File: src/rtl/flash_sts_pkg.sv
package flash_sts_pkg;

  localparam logic [7:0] CFG_CMD_BYTE = 8'hB8;

  typedef enum logic [1:0] {
    STS_LEVEL    = 2'b00,
    STS_ON_ERASE = 2'b01,
    STS_ON_PROG  = 2'b10,
    STS_ON_EITHER = 2'b11
  } sts_mode_t;

endpackage

File: src/rtl/flash_sts_rst_sync.sv
module flash_sts_rst_sync #(
  parameter int STAGES = 2
) (
  input  logic clk,
  input  logic rst_n,
  output logic rst_sync_n
);

  logic [STAGES-1:0] chain_q;

  always_ff @(posedge clk or negedge rst_n) begin
    if (!rst_n) chain_q <= '0;
    else        chain_q <= {chain_q[STAGES-2:0], 1'b1};
  end

  assign rst_sync_n = chain_q[STAGES-1];

endmodule

File: src/rtl/flash_sts_cfg_port.sv
module flash_sts_cfg_port
  import flash_sts_pkg::*;
#(
  parameter int DATA_W = 8
) (
  input  logic              clk,
  input  logic              rst_n,
  input  logic              wr_en,
  input  logic [DATA_W-1:0] wr_data,
  output sts_mode_t         mode,
  output logic              mode_change
);

  logic      armed_q, armed_d;
  sts_mode_t mode_q, mode_d;
  logic      take_cfg;

  // next-state
  always_comb begin
    armed_d  = armed_q;
    mode_d   = mode_q;
    take_cfg = wr_en && armed_q;
    if (take_cfg) begin
      armed_d = 1'b0;
      mode_d  = sts_mode_t'(wr_data[1:0]);   // bits 7:2 reserved, dropped
    end else if (wr_en && (wr_data[7:0] == CFG_CMD_BYTE)) begin
      armed_d = 1'b1;
    end
  end

  assign mode_change = take_cfg && (wr_data[1:0] != mode_q);

  // registers, enabled only on host writes
  always_ff @(posedge clk or negedge rst_n) begin
    if (!rst_n) begin
      armed_q <= 1'b0;
      mode_q  <= STS_LEVEL;
    end else if (wr_en) begin
      armed_q <= armed_d;
      mode_q  <= mode_d;
    end
  end

  assign mode = mode_q;

  // the mode only moves on the cycle after a host write
  a_r2_mode_needs_write: assert property (@(posedge clk) disable iff (!rst_n)
    !$stable(mode_q) |-> $past(wr_en))
    else $error("mode changed without a host write");

  // a non-command write with nothing pending never arms the decoder
  a_r3_stray_write_ignored: assert property (@(posedge clk) disable iff (!rst_n)
    (wr_en && !armed_q && wr_data[7:0] != CFG_CMD_BYTE) |=> !armed_q && $stable(mode_q))
    else $error("stray write affected decoder");

endmodule

File: src/rtl/flash_sts_pulse_timer.sv
module flash_sts_pulse_timer #(
  parameter int PULSE_CYCLES = 63
) (
  input  logic clk,
  input  logic rst_n,
  input  logic trig,
  input  logic abort,
  output logic active
);

  localparam int CNT_W = $clog2(PULSE_CYCLES + 1);
  localparam logic [CNT_W-1:0] FULL = CNT_W'(PULSE_CYCLES);

  logic [CNT_W-1:0] cnt_q, cnt_d;
  logic             cnt_en;

  always_comb begin
    cnt_d  = cnt_q;
    cnt_en = abort || trig || (cnt_q != '0);
    if (abort)               cnt_d = '0;
    else if (trig)           cnt_d = FULL;
    else if (cnt_q != '0)    cnt_d = cnt_q - 1'b1;
  end

  always_ff @(posedge clk or negedge rst_n) begin
    if (!rst_n)      cnt_q <= '0;
    else if (cnt_en) cnt_q <= cnt_d;
  end

  assign active = (cnt_q != '0);

  // the count never exceeds the configured width
  a_r8_count_bounded: assert property (@(posedge clk) disable iff (!rst_n)
    cnt_q <= FULL)
    else $error("pulse counter overran");

  // a trigger always reloads a full width, even mid-pulse
  a_r9_full_restart: assert property (@(posedge clk) disable iff (!rst_n)
    (trig && !abort) |=> (cnt_q == FULL))
    else $error("trigger did not reload full width");

  // a cancel leaves no pulse behind
  a_r10_abort_clears: assert property (@(posedge clk) disable iff (!rst_n)
    abort |=> !active)
    else $error("pulse survived a mode change");

endmodule

File: src/rtl/flash_sts_pin.sv
module flash_sts_pin
  import flash_sts_pkg::*;
#(
  parameter int DATA_W       = 8,
  parameter int CLK_FREQ_MHZ = 250,
  parameter int PULSE_NS     = 250,
  parameter int PULSE_CYCLES = (CLK_FREQ_MHZ * PULSE_NS + 999) / 1000
) (
  input  logic              clk,
  input  logic              rst_n,
  input  logic              wr_en,
  input  logic [DATA_W-1:0] wr_data,
  input  logic              wsm_busy,
  input  logic              erase_done,
  input  logic              prog_done,
  output logic              sts_n
);

  logic      rst_q_n;
  sts_mode_t mode;
  logic      mode_change;
  logic      pulse_trig;
  logic      pulse_active;

  flash_sts_rst_sync #(.STAGES(2)) u_rst (
    .clk        (clk),
    .rst_n      (rst_n),
    .rst_sync_n (rst_q_n)
  );

  flash_sts_cfg_port #(.DATA_W(DATA_W)) u_cfg (
    .clk         (clk),
    .rst_n       (rst_q_n),
    .wr_en       (wr_en),
    .wr_data     (wr_data),
    .mode        (mode),
    .mode_change (mode_change)
  );

  // event qualification by the current mode bits: bit0 erase, bit1 program
  always_comb begin
    pulse_trig = (mode[0] && erase_done) || (mode[1] && prog_done);
  end

  flash_sts_pulse_timer #(.PULSE_CYCLES(PULSE_CYCLES)) u_timer (
    .clk    (clk),
    .rst_n  (rst_q_n),
    .trig   (pulse_trig),
    .abort  (mode_change),
    .active (pulse_active)
  );

  always_comb begin
    if (mode == STS_LEVEL) sts_n = !wsm_busy;
    else                   sts_n = !pulse_active;
  end

  // level mode holds the pin low for the whole busy time
  a_r4_busy_low: assert property (@(posedge clk) disable iff (!rst_q_n)
    (mode == STS_LEVEL && wsm_busy) |-> !sts_n)
    else $error("busy not shown in level mode");

  // erase-only mode ignores program completion
  a_r5_prog_ignored: assert property (@(posedge clk) disable iff (!rst_q_n)
    (mode == STS_ON_ERASE && prog_done && !erase_done && !pulse_active && !mode_change)
      |=> sts_n)
    else $error("program completion pulsed in erase mode");

  // program-only mode ignores erase completion
  a_r6_erase_ignored: assert property (@(posedge clk) disable iff (!rst_q_n)
    (mode == STS_ON_PROG && erase_done && !prog_done && !pulse_active && !mode_change)
      |=> sts_n)
    else $error("erase completion pulsed in program mode");

  // in pulse modes the pin idles high when no event was seen
  a_r8_idle_high: assert property (@(posedge clk) disable iff (!rst_q_n)
    (mode != STS_LEVEL && !pulse_trig && !pulse_active) |=>
      (mode == STS_LEVEL) || sts_n)
    else $error("pin low without a pulse");

endmodule

File: config.mk
export PLATFORM = sky130hd
export DESIGN_NAME = flash_sts_pin
export DESIGN_NICKNAME = d
export VERILOG_FILES = /design/src/rtl/flash_sts_pkg.sv /design/src/rtl/flash_sts_rst_sync.sv /design/src/rtl/flash_sts_cfg_port.sv /design/src/rtl/flash_sts_pulse_timer.sv /design/src/rtl/flash_sts_pin.sv
export SDC_FILE = /design/constraint.sdc
export NUM_CORES = 1
export LEC_CHECK = 0
export ABC_CLOCK_PERIOD_IN_PS = 3080
export CORE_AREA = 5 5 42 44
export DETAILED_ROUTE_END_ITERATION = 10
export DIE_AREA = 0 0 47 49
export GPL_TIMING_DRIVEN = 0
export PLACE_DENSITY = 0.78
export SKIP_LAST_GASP = 1
export SYNTH_ARGS = -nofsm -noshare
export SYNTH_HDL_FRONTEND = slang
export SYNTH_SLANG_ARGS = --single-unit
File: constraint.sdc
create_clock -name clk -period 3.08 [get_ports clk]
set_input_delay 0.308 -clock clk [delete_from_list [all_inputs] [get_ports clk]]
set_output_delay 0.308 -clock clk [all_outputs]
set_load 0.01 [all_outputs]
# Word level (Yosys, flattened, before mapping)
# Index checks and enable logic that the tools add are counted.
[word_totals]
register_bits = 11
inputBits = 14
out_inout_bits = 1
word_cells = 30
[classes]
n_addsub = 1
eq_ne = 2
mux = 6
n_reduce_logical = 17
[op_table]
columns = ["operator", "n"]
rows = [
  ["$mux 6", 3],
  ["$eq 8x8->1 const B", 1],
  ["$reduce_and 2->1", 3],
  ["$reduce_bool 6->1", 1],
  ["$sub 6x1->6 const B", 1],
  ["$logic_and 1x1->1", 5],
  ["$logic_or 1x1->1", 3],
  ["$mux 1", 3],
  ["$reduce_bool 3->1", 1],
  ["$logic_not 1->1", 2],
  ["$logic_not 2->1", 1],
  ["$ne 2x2->1", 1],
  ["$reduce_bool 2->1", 1],
]

# Longest topological paths before layout
[depth]
ltp_word = 5
mapped_depth = 5
depth_no_buf = 5

# Hierarchy
# From an unflattened synthesis, not the netlist that was laid out.
[unflattened]
cells_unflattened = 58
hier_area_um2 = 608.1
[by_module_without_submodules]
columns = ["module", "n_inst", "cells_each", "area_each_um2", "seq_area_each_um2"]
rows = [
  ["flash_sts_pulse_timer", 1, 38, 364.1, 150.1],
  ["flash_sts_cfg_port", 1, 14, 166.4, 75.1],
  ["flash_sts_rst_sync", 1, 3, 53.8, 50.0],
  ["flash_sts_pin", 1, 3, 23.8, 0.0],
]

# Worst setup path before layout
# Ideal clock, no wire load.
[synth_timing]
path_type = "flip-flop to output port"
start = "register u_timer.cnt_q[2]"
end = "output port sts_n"
arrival_time_ns = 1.345
required_time_ns = 2.772
setup_slack_ns = 1.427
stages_incl_launch_ff = 5
n_path_buf = 1
cell_sequence = "dfrtp_1 or3_1 clkbuf_2 or2_1 mux2i_1"
[synth_between]
elab_chain_len = 3
[synth_lines]
columns = ["item", "line_no", "rtl"]
rows = [
  ["from (decl)", "flash_sts_pulse_timer.sv:14", "logic [CNT_W-1:0] cnt_q, cnt_d;"],
  ["from (signal assigned)", "flash_sts_pulse_timer.sv:27", "else if (cnt_en) cnt_q <= cnt_d;"],
  ["$reduce_bool 6->1", "flash_sts_pulse_timer.sv:30", "assign active = (cnt_q != '0);"],
  ["$logic_not 1->1", "flash_sts_pin.sv:55", "else sts_n = !pulse_active;"],
  ["$mux 1", "flash_sts_pin.sv:54", "if (mode == STS_LEVEL) sts_n = !wsm_busy;"],
  ["to (decl)", "flash_sts_pin.sv:16", "output logic sts_n"],
]
# No other way between the ends.

# Worst setup path in the final report
# Same ends and word-level chain as after synthesis.

==> summary.md <==
| Metric | Value |
|---|---|
| CP cell instances | `or3_1, clkbuf_2, or2_1, mux2i_1, clkdlybuf4s50_1` |
| Total power | `about 0.4 mW` |
| # IOs | `15` |
| GR Util met3 | `4.80%` |
| Required @ worst endpoint | `approximately 2.8 ns` |
| Nets | `90` |
| Root buffer cell | `clkbuf_4` |
| Initial Util | `roughly two fifths` |
| Yosys reg bits | `11` |
| Mapped Avg Cell Area | `about 11 um2` |
| GRT Total Usage | `around 12%` |
| Design area | `between 700 and 800 um2` |
| First-pass GRT wire length | `roughly 2.1 mm` |
| Worst path slowest cell | `clkdlybuf4s50_1` |
| Worst VDD drop | `0.248 mV` |
| Synth Warn # | `0` |
| Synth area leader | `dfrtp_1` |
| Worst setup path class | `reg -> out` |
| Initial antenna violation count | `0` |
| Synth cell count leaders | `dfrtp_1, inv_1, o21ai_0` |
| Startpoint Class | `flip-flop` |
| FMAX | `about 400 MHz` |
| # DRC | `0` |
| Period minus WS final | `roughly 2.5 ns` |
| Placer Congestion | `roughly 0.8` |
| Met2 Resource Use GR | `between 20% and 30%` |
| Clock Sink Count | `11` |
| CTS buffer count | `3` |
| Overall die height | `approximately 50 um` |
| P_sw | `approximately 0.12 mW` |
| Syn-to-layout area delta | `32.1%` |
| Synth async-reset ratio | `100%` |
| Dpl hpwl | `roughly 950 um` |
| Area contributors post-synth | `dfrtp_1, a311oi_1, ha_1` |
| EDFF count, synth | `0` |
| Clock skew | `0.000547 ns` |
| DIE AREA | `0.00230 mm2` |
| Initial DRT Pass Iterations | `4` |
| Crit Path Max Fanout | `7` |
| Met1 Use GR | `between 10% and 20%` |
| Worst-path clk slew | `approximately 0.070 ns` |
| Hold crit path type | `reg -> async` |
| Seq pwr share | `roughly 49%` |
| Hold Fails Final Rpt | `0` |
| Total Neg Setup Slack | `0 ns` |
| Cells after Synth | `55` |
| Combinational power share | `26.4%` |
| RSZ-0062 raised after global routing | `false` |
| CP arrival | `around 2.2 ns` |
| Final Slew Violations | `0` |
| Synth unique cells | `30` |
| Clock power frac | `between 20% and 30%` |
| Core area | `between 0.001 and 0.0015 mm2` |
| Cell Pwr Density | `between 500 and 600 mW/mm2` |
| WL per Instance | `between 10 and 15 um` |
| Placed cell area | `between 700 and 800 um2` |
| WP buf/inv | `2` |
| FF-to-FF setup slack | `1.44 ns` |
| Gr busiest metal | `met2` |
| Number of global-route vias before repair | `between 500 and 600` |
| Synth top area share | `a little under half` |
| Max Cap Viol | `0` |
| Count of input and output buffers | `14` |
| Worst-Skew Late Latency | `roughly 0.26 ns` |
| Vias/cell | `between 5 and 6` |
| CP max stage delay | `about 0.56 ns` |
| Ys flop type | `dfrtp_1` |
| Starting DRC count in detailed routing | `8` |
| Syn Std Cell Area | `between 500 and 600 um2` |
| Internal power | `~0.28 mW` |
| Routed Wire Length | `about 1.2 mm` |
| Syn_nets | `just over 70` |
| Postcts setup bufs | `0` |
| Clk buf depth | `2` |
| Most frequent cell after synthesis | `dfrtp_1` |
| GR Overflow Total | `0` |
| Pin count of the biggest net entering global routing | `10` |
| Post-Route Utilization | `between 50% and 60%` |
| Status | `finished, final reports clean` |
| Placement Rows | `14` |
| Routed Antenna Nets | `0` |
| Layout cell share with drive strength beyond 1 | `a little over a tenth` |
| CP top delay family | `buffers and inverters` |
| H-Tree Depth | `1` |
| CTS Hold Bufs | `0` |
| Pleak | `about 0.3 nW` |
| Sequential-to-total area share from yosys stat | `between 40% and 50%` |
| Count of final setup violators | `0` |
| Post-CTS sizing | `0` |
| Final period util | `about four fifths` |
| Die X | `between 40 and 50 um` |
| Element type at the critical path end | `primary output` |
| Diodes inserted | `0` |
| Switch share | `30.2%` |
| Routed vias | `just under 500` |
| CTS tree | `yes` |
## metrics by stage
stage,hold slack [ns],instances,setup WS [ns]
detailed placement,0.166,85,0.899
global placement,0.160,85,0.899
CTS,0.173,89,0.599
finish,0.162,89,0.607
global route,0.200,89,0.515
floorplan,0.0124,55,1.43
## final cells by class
cell class                 count  area, um2
inverter                       4       15.0
timing repair buffer          14        140
fill                         126        634
multi-input combinational     39        285
buffer                         1       5.00
clock buffer                   4       26.3
sequential                    11        275
tap                           16       20.0
## kinds of logic after synthesis
kind of cell               after synthesis  synth area share (%)
and+or+nand+nor                         16                  17.9
AOI/OAI and AO/OA                       14                  16.2
DFF                                     11                  47.4
buffers and inverters                    5                  3.45
xor gates and xnor gates                 3                  4.53
muxes                                    3                  5.60
adders and majority gates                2                  4.31
other                                    1                 0.646
## cells in the final DEF, fill, tap and decap left out, types with 2 or more instances in the layout
cell / count
a311oi_1: 3
mux2_2: 2
clkbuf_4: 3
o21ai_0: 4
inv_1: 4
nor2_1: 2
ha_1: 2
clkdlybuf4s50_1: 14
nor4_1: 2
or4_1: 2
dfrtp_1: 11
a21oi_1: 2
xnor2_1: 2
## power groups by stage
| stage | clock (mW) | combinational (mW) | sequential (mW) |
|---|---|---|---|
| floorplan | 0 | 0.0721 | 0.194 |
| global placement | 0 | 0.103 | 0.199 |
| detailed placement | 0 | 0.105 | 0.201 |
| CTS | 0.100 | 0.107 | 0.198 |
| global route | 0.110 | 0.122 | 0.203 |
| finish | 0.0972 | 0.106 | 0.199 |
## layer usage
layer  wire length, um  part of all wire (%)
met3                80                   6.7
met2               611                    51
met5                 0                     0
met4                 5                  0.42
met1               501                    42
## worst register-to-register path, cell delays in order, from the launching register on
cell and delay, ns:
dfrtp_1 0.43, or3_1 0.35, clkbuf_2 0.15, or4_1 0.46, a31oi_1 0.17
## sequential cells by signal (all words and copies together), names as in the netlist
signal	cells
u_cfg.armed_q	1
u_rst.chain_q	2
u_cfg.mode	2
u_timer.cnt_q	6
## final timing paths
check,start,endpoint,cells after the start
setup / recovery,u_timer.cnt_q[2],sts_n,5
hold / removal,u_rst.chain_q[1],u_cfg.armed_q,0
setup reg to reg,u_timer.cnt_q[2],u_timer.cnt_q[5],4
hold reg to reg,u_rst.chain_q[1],u_cfg.armed_q,0
max in group asynchronous,u_rst.chain_q[1],u_timer.cnt_q[3],0
min in group clk,u_rst.chain_q[0],u_rst.chain_q[1],0
No activity file was read; power rests on OpenSTA's default activity.
